## src/rtl/wdc_pkg.sv

```systemverilog
package wdc_pkg;
   localparam int unsigned REG_W    = 16;
   localparam int unsigned B_LOCK   = 12;
   localparam int unsigned B_HALT   = 11;
   localparam int unsigned B_SEND   = 10;
   localparam int unsigned B_REDIR  = 9;
   localparam int unsigned B_SWNMI  = 8;

   typedef struct packed {
      logic lock;
      logic halt;
      logic send;
      logic redir;
      logic swnmi;
   } wdc_fields_t;
endpackage

```

## src/rtl/wdc_field_bits.sv

```systemverilog
module wdc_field_bits (
   input  logic clk,
   input  logic rst_n,
   input  logic wr_en,
   input  logic wd_lock,
   input  logic wd_halt,
   input  logic wd_redir,
   output logic lock_q,
   output logic halt_q,
   output logic redir_q
);
   always_ff @(posedge clk or negedge rst_n) begin
      if (!rst_n) begin
         lock_q  <= 1'b0;
         halt_q  <= 1'b0;
         redir_q <= 1'b0;
      end else if (wr_en) begin
         lock_q  <= lock_q | wd_lock;
         halt_q  <= wd_halt;
         redir_q <= wd_redir;
      end
   end

   // lock only leaves 1 through reset
   a_r2_lock_sticky: assert property (@(posedge clk) disable iff (!rst_n)
      lock_q |=> lock_q);
   // halt follows write data
   a_r3_halt_written: assert property (@(posedge clk) disable iff (!rst_n)
      wr_en |=> (halt_q == $past(wd_halt)));
endmodule

```

## src/rtl/wdc_send_hs.sv

```systemverilog
module wdc_send_hs (
   input  logic clk,
   input  logic rst_n,
   input  logic set_req,
   input  logic done,
   output logic send_q
);
   always_ff @(posedge clk or negedge rst_n) begin
      if (!rst_n)
         send_q <= 1'b0;
      else if (!send_q && set_req)
         send_q <= 1'b1;
      else if (send_q && done)
         send_q <= 1'b0;
   end

   // request held until completion
   a_r4_send_hold: assert property (@(posedge clk) disable iff (!rst_n)
      (send_q && !done) |=> send_q);
   // completion clears, a repeated set does not keep it
   a_r4_send_clear: assert property (@(posedge clk) disable iff (!rst_n)
      (send_q && done) |=> !send_q);
   // completion while idle does not set
   a_r4_idle_done: assert property (@(posedge clk) disable iff (!rst_n)
      (!send_q && !set_req) |=> !send_q);
endmodule

```

## src/rtl/wdc_nmi_route.sv

```systemverilog
module wdc_nmi_route #(
   parameter int unsigned EVT_SYNC = 0
) (
   input  logic clk,
   input  logic rst_n,
   input  logic sw_hit,
   input  logic nmi_evt,
   input  logic nmi_mask,
   input  logic redir,
   input  logic gsmi_en,
   output logic sw_q,
   output logic nmi_o,
   output logic smi_o,
   output logic redir_evt_o
);
   logic evt_s;

   generate
      if (EVT_SYNC == 0) begin : g_nosync
         assign evt_s = nmi_evt;
      end else begin : g_sync
         logic [EVT_SYNC-1:0] sh;
         always_ff @(posedge clk or negedge rst_n) begin
            if (!rst_n) sh <= '0;
            else        sh <= {sh[EVT_SYNC-2:0], nmi_evt};
         end
         assign evt_s = sh[EVT_SYNC-1];
      end
      if (EVT_SYNC == 1) begin : g_bad_sync
         $error("EVT_SYNC must be 0 or at least 2");
      end
   endgenerate

   logic sw_trig, src;
   assign sw_trig = sw_hit & ~sw_q;
   assign src     = (evt_s & ~nmi_mask) | sw_trig;

   always_ff @(posedge clk or negedge rst_n) begin
      if (!rst_n) begin
         sw_q        <= 1'b0;
         nmi_o       <= 1'b0;
         smi_o       <= 1'b0;
         redir_evt_o <= 1'b0;
      end else begin
         if (sw_hit) sw_q <= ~sw_q;
         nmi_o       <= src & ~redir;
         smi_o       <= src & redir & gsmi_en;
         redir_evt_o <= src & redir;
      end
   end

   // never both outputs in one cycle
   a_r10_single_pulse: assert property (@(posedge clk) disable iff (!rst_n)
      !(nmi_o && smi_o));
   // SMI needs the global enable
   a_r6_smi_gated: assert property (@(posedge clk) disable iff (!rst_n)
      smi_o |-> $past(gsmi_en));
   // no NMI while redirecting
   a_r5_no_nmi_redir: assert property (@(posedge clk) disable iff (!rst_n)
      nmi_o |-> !$past(redir));
   // software NMI bit holds unless written with 1
   a_r8_sw_hold: assert property (@(posedge clk) disable iff (!rst_n)
      !sw_hit |=> $stable(sw_q));
   // a set software NMI bit cannot trigger again
   a_r9_no_retrigger: assert property (@(posedge clk) disable iff (!rst_n)
      (sw_q && !evt_s) |=> !nmi_o && !smi_o);
endmodule

```

## src/rtl/wdog_ctl_reg.sv

```systemverilog
module wdog_ctl_reg #(
   parameter int unsigned DATA_W   = 16,
   parameter int unsigned EVT_SYNC = 0
) (
   input  logic              clk,
   input  logic              rst_n,
   input  logic              wr_en,
   input  logic [DATA_W-1:0] wr_data,
   output logic [DATA_W-1:0] rd_data,
   input  logic              send_done,
   input  logic              nmi_evt,
   input  logic              nmi_mask,
   input  logic              gsmi_en,
   output logic              lock_o,
   output logic              cnt_en_o,
   output logic              send_req_o,
   output logic              nmi_o,
   output logic              smi_o,
   output logic              redir_evt_o
);
   import wdc_pkg::*;

   if (DATA_W < B_LOCK + 1) begin : g_bad_width
      $error("DATA_W too small for the lock field");
   end

   wdc_fields_t f;

   wdc_field_bits u_bits (
      .clk      (clk),
      .rst_n    (rst_n),
      .wr_en    (wr_en),
      .wd_lock  (wr_data[B_LOCK]),
      .wd_halt  (wr_data[B_HALT]),
      .wd_redir (wr_data[B_REDIR]),
      .lock_q   (f.lock),
      .halt_q   (f.halt),
      .redir_q  (f.redir)
   );

   wdc_send_hs u_send (
      .clk     (clk),
      .rst_n   (rst_n),
      .set_req (wr_en & wr_data[B_SEND]),
      .done    (send_done),
      .send_q  (f.send)
   );

   wdc_nmi_route #(.EVT_SYNC(EVT_SYNC)) u_route (
      .clk         (clk),
      .rst_n       (rst_n),
      .sw_hit      (wr_en & wr_data[B_SWNMI]),
      .nmi_evt     (nmi_evt),
      .nmi_mask    (nmi_mask),
      .redir       (f.redir),
      .gsmi_en     (gsmi_en),
      .sw_q        (f.swnmi),
      .nmi_o       (nmi_o),
      .smi_o       (smi_o),
      .redir_evt_o (redir_evt_o)
   );

   always_comb begin
      rd_data          = '0;
      rd_data[B_LOCK]  = f.lock;
      rd_data[B_HALT]  = f.halt;
      rd_data[B_SEND]  = f.send;
      rd_data[B_REDIR] = f.redir;
      rd_data[B_SWNMI] = f.swnmi;
   end

   assign lock_o     = f.lock;
   assign cnt_en_o   = ~f.halt;
   assign send_req_o = f.send;

   // reserved bits stay zero
   a_r1_reserved_zero: assert property (@(posedge clk) disable iff (!rst_n)
      (rd_data[7:0] == 8'h00) && (rd_data[DATA_W-1:B_LOCK+1] == '0));
   // redirect event pulse is one cycle wide unless retriggered
   a_r9_evt_pulse: assert property (@(posedge clk) disable iff (!rst_n)
      (redir_evt_o && !nmi_evt && !(wr_en && wr_data[B_SWNMI])) |=> !redir_evt_o);
endmodule

```

## config.mk

```make
export PLATFORM = sky130hd
export DESIGN_NAME = wdog_ctl_reg
export DESIGN_NICKNAME = d
export VERILOG_FILES = /design/src/rtl/wdc_pkg.sv /design/src/rtl/wdc_field_bits.sv /design/src/rtl/wdc_send_hs.sv /design/src/rtl/wdc_nmi_route.sv /design/src/rtl/wdog_ctl_reg.sv
export SDC_FILE = /design/constraint.sdc
export NUM_CORES = 1
export LEC_CHECK = 0
export BUFFER_PORTS_ARGS = -buffer_cell sky130_fd_sc_hd__buf_2
export CAP_MARGIN = 20
export CORE_AREA = 3 3 40 42
export CTS_CLUSTER_SIZE = 14
export DETAILED_ROUTE_END_ITERATION = 16
export DIE_AREA = 0 0 43 45
export GPL_TIMING_DRIVEN = 1
export PLACE_DENSITY = 0.84
export SLEW_MARGIN = 20
export SYNTH_ARGS = -nofsm -noshare
export SYNTH_HDL_FRONTEND = slang
export SYNTH_SLANG_ARGS = --single-unit
```

## constraint.sdc

```tcl
create_clock -name clk -period 2.4 [get_ports clk]
set_input_delay 0.24 -clock clk [delete_from_list [all_inputs] [get_ports clk]]
set_output_delay 0.24 -clock clk [all_outputs]
set_load 0.01 [all_outputs]
```

---- After elaboration in Yosys (flattened, before gate mapping) ----
Cells that the tools add are included.
storage, ports and cells
  flip-flop bits (word level) ............. 8
  output and inout port bits .............. 22
cells by class
  muxes and demuxes ....................... 2
  bitwise logic cells ..................... 13
  reduce and logical (&&, ||, !) cells .... 4
operator list
  kind               number
  $and 1x1->1        7
  $not 1->1          4
  $logic_and 1x1->1  2
  $mux 1             2
  $or 1x1->1         2
  $reduce_bool 2->1  1
  $logic_not 1->1    1

---- Logic depth before layout (Yosys ltp) ----
  depth after elaboration ................. 5
  depth in mapped cells ................... 2

---- By module ----
From an unflattened synthesis, not the netlist that was laid out.
unflattened totals
  cells, all modules ...................... 37
  area total of the unflattened synthesis .. 411.6 um^2
by module, submodules not included
  module          instances  cells each  area an instance (um^2)  sequential area each (um^2)
  wdc_nmi_route   1          11          153.9                    100.1
  wdog_ctl_reg    1          17          117.6                    0.0
  wdc_field_bits  1          6           106.4                    75.1
  wdc_send_hs     1          3           33.8                     25.0

---- Least setup slack after synthesis ----
OpenSTA, ideal clock, no wires.
  path type ............................... flip-flop to output port
  start point ............................. reg u_send.send_q
  end point ............................... out rd_data[10]
  arrival time ............................ 566 ps
  data required time ...................... 2160 ps
  path slack .............................. 1594 ps
  cell stages (with the launch flop) ...... 2
  path buffers ............................ 1
  path through ............................ dfrtp_1 buf_4
RTL lines
  what                    RTL line           source
  from (decl)             wdc_send_hs.sv:6   output logic send_q
  from (signal assigned)  wdc_send_hs.sv:10  send_q <= 1'b0;
  from (signal assigned)  wdc_send_hs.sv:12  send_q <= 1'b1;
  from (signal assigned)  wdc_send_hs.sv:14  send_q <= 1'b0;
  to (decl)               wdog_ctl_reg.sv:9  output logic [DATA_W-1:0] rd_data,
No word-level cell between the ends.

---- Worst setup path in the final report ----
  start point ............................. reg u_bits.halt_q
  end point ............................... out cnt_en_o
between the ends
  cells in the longest elaborated chain, start to end .. 1
ends and longest elaborated chain
  what                    RTL line              source
  from (decl)             wdc_field_bits.sv:9   output logic halt_q,
  from (signal assigned)  wdc_field_bits.sv:19  halt_q <= wd_halt;
  $not 1->1               wdog_ctl_reg.sv:73    assign cnt_en_o = ~f.halt;
  to (decl)               wdog_ctl_reg.sv:15    output logic cnt_en_o,
No other way between the ends.

==> results by group <==
Status
  – Outcome: finished, final reports clean

Floorplan
  – Die height: 45 um
  – FP Rows: 13
  – Die area: 1935 um2
  – Die width: 43 um
  – Core Footprint: 1285 um2
  – Initial Utilization: 0.3272
  – Io pins: 45

STA
  – Final Hold Violating Endpoints: 0
  – RSZ-0062 raised after global routing: no
  – Final Max Tran Viols: 0
  – Tcrit/Tclk final: 0.4427
  – Clock skew: 0.01014 ns
  – F_max: 941.2 MHz
  – Post-layout min period: 1.062 ns
  – Setup TNS: 0 ns
  – Setup violators final: 0

Power
  – Power after layout: 344.4 uW
  – Switching Fraction: 0.2765
  – Leak Pwr: 0.2807 nW
  – P_sw: 95.21 uW
  – Pwr Density: 689.9 nW/um2
  – Worst VDD drop: 0.1998 mV
  – Internal power: 249.2 uW
  – Clock share of power: 0.285
  – Reg power frac: 0.481
  – Combinational share of power: 0.234

GRT
  – Overflow after GRT: 0
  – Global-route wire length before repair: 1.048 mm
  – GRT Total Usage: 0.07822
  – Vias in the first global route: 280
  – Antenna violations before repair: 0
  – Largest net degree at the start of global routing: 9

Flow run
  – Max Cap Viol: 0

Cells and area
  – N_diodes: 0
  – Fillers: 129
  – Commonest cells after routing, fill and taps aside: buf_2, conb_1, dfrtp_1
  – Design Area, Final: 499.2 um2
  – Share of cells above drive strength 1: 0.4333
  – Most common cell after layout, fill and taps aside: buf_2
  – Area growth syn-to-layout: 18.75%
  – Layout Nets: 85
  – Layout Cells excl Fill: 75

Detailed routing
  – Final wirelength: 710 um
  – Post-DRT Antenna Nets: 0
  – WL per Instance: 9.467 um
  – # DRC: 0
  – DRT iter0 DRCs: 8
  – Vias per cell: 4.013
  – First-pass DRT Iterations: 4
  – DR vias: 301

Critical path
  – Crit path DAT: 0.82 ns
  – WP buf/inv: 2
  – CP Launch Type: register
  – Worst Setup End Kind: output pin
  – CP peak stage delay: 0.38 ns
  – Crit Path Max Fanout: 2
  – CP Cell Sequence: inv_1 -> buf_2
  – Top Family by Delay on Critical Path: flip-flops
  – Reg2Reg Launch Point: u_route.sw_q$_DFFE_PN0P_
  – Required @ worst endpoint: 2.16 ns
  – Worst Setup SP: u_bits.halt_q$_DFFE_PN0P_
  – Critical path type: register to output pin
  – Slowest stage cell, crit path: dfrtp_1

Clocking
  – Max Buffers Root-to-Sink: 2
  – H-tree depth: 1
  – Cts hold-fix bufs: 1
  – CTS sink cnt: 8
  – Clock slew at reported path FFs: 0.04 ns
  – CTS tree: built
  – Post-CTS Setup Bufs: 0
  – Clock buffer count from CTS: 3
  – Post-CTS Resized: 0
  – Clk_lat worst skew: 0.25 ns
  – Clock Tree Root: clkbuf_4

Synth
  – Synth warn: 0
  – Number of synthesized register bits: 8
  – Sequential cell area fraction in the yosys report: 0.4762
  – Gate Count Post-Synth: 40
  – Yosys cell types: 14
  – Post-synthesis area per instance: 10.51 um2
  – Syn Std Cell Area: 420.4 um2

Placed design
  – Post-DP Area: 466.7 um2
  – Port Buffer Count: 22
  – Number of cells after detailed placement: 71
  – GPL Wtd Cong: 0.6923
  – Post-DP HPWL: 592.3 um

Min path
  – Hold path start: send_done
  – Hold Crit Class: primary input to register
[area by class of cell]
class / count / area [um2] / share of cell area
timing repair buffer: 23 / 120.1 / 0.2406
multi-input combinational: 25 / 133.9 / 0.2682
inverter: 1 / 3.754 / 0.007519
clock buffer: 3 / 22.52 / 0.04511
tap: 15 / 18.77 / 0.03759
sequential: 8 / 200.2 / 0.4010
[worst reg2reg max path: cells and delay by family, from the launching register on]
kind	cells	cell delay [ns]
flops	1	0.39
simple gates	1	0.23
compound gates	1	0.15
[power groups by stage]
stage	Combinational (mW)	Sequential, mW	Clock, mW
2_1_floorplan	0.0715	0.170	0
3_3_place_gp	0.0781	0.167	0
3_5_place_dp	0.0798	0.168	0
4_1_cts	0.0815	0.166	0.102
5_1_grt	0.0882	0.169	0.108
6_report	0.0807	0.166	0.0980
[registers in the layout, indices dropped and copies added (netlist names)]
signal / flops
u_route.nmi_o: 1
u_route.smi_o: 1
u_bits.redir_q: 1
u_route.sw_q: 1
u_bits.lock_q: 1
u_send.send_q: 1
u_route.redir_evt_o: 1
u_bits.halt_q: 1
[per-stage QoR]
step	utilization	setup slack, ns	hold slack, ns
floorplan	-	1.594	-0.05559
global placement	0.3632	1.544	0.08482
detailed placement	0.3632	1.532	0.08550
CTS	0.3885	1.322	0.1851
global route	0.3885	1.296	0.2019
finish	0.3885	1.338	0.1884
[Yosys cell counts]
library cell	instances	area share
a21o_1	1	0.018
nand2_1	4	0.036
a21boi_1	1	0.018
buf_4	16	0.29
a21oi_1	2	0.024
inv_1	1	0.0089
o21ai_0	1	0.012
mux2i_1	1	0.024
mux2_1	1	0.027
conb_1	1	0.0089
nand3b_2	1	0.027
dfrtp_1	8	0.48
xnor2_1	1	0.021
nand2b_1	1	0.015
[final timing paths]
path	to	slack [ns]	cells after the start
max	cnt_en_o	1.34	2
min	u_send.send_q$_DFFE_PN0P_	0.19	2
max reg2reg	u_route.smi_o$_DFF_PN0_	1.56	2
min reg2reg	u_bits.lock_q$_DFFE_PN0P_	0.47	1
max in group asynchronous	u_send.send_q$_DFFE_PN0P_	1.88	2
min in group asynchronous	u_route.redir_evt_o$_DFF_PN0_	0.35	2
[kinds of logic after synthesis]
| kind of cell | after synthesis | share of synthesized area |
|---|---|---|
| buf+inv | 17 | 0.2946 |
| simple gates | 6 | 0.07738 |
| compound gates | 5 | 0.07143 |
| flops | 8 | 0.4762 |
| mux | 2 | 0.05059 |
| xor+xnor | 1 | 0.02084 |
| other cells | 1 | 0.008920 |
[metal layers]
layer,GRT usage,vias up,wire length [um]
met2,0.1287,29,325
met4,0.07229,0,7
met5,0,-,0
met1,0.06700,130,230
met3,0.04382,2,146
li1,-,140,-
Note: power is estimated with default switching activity, not from simulation.
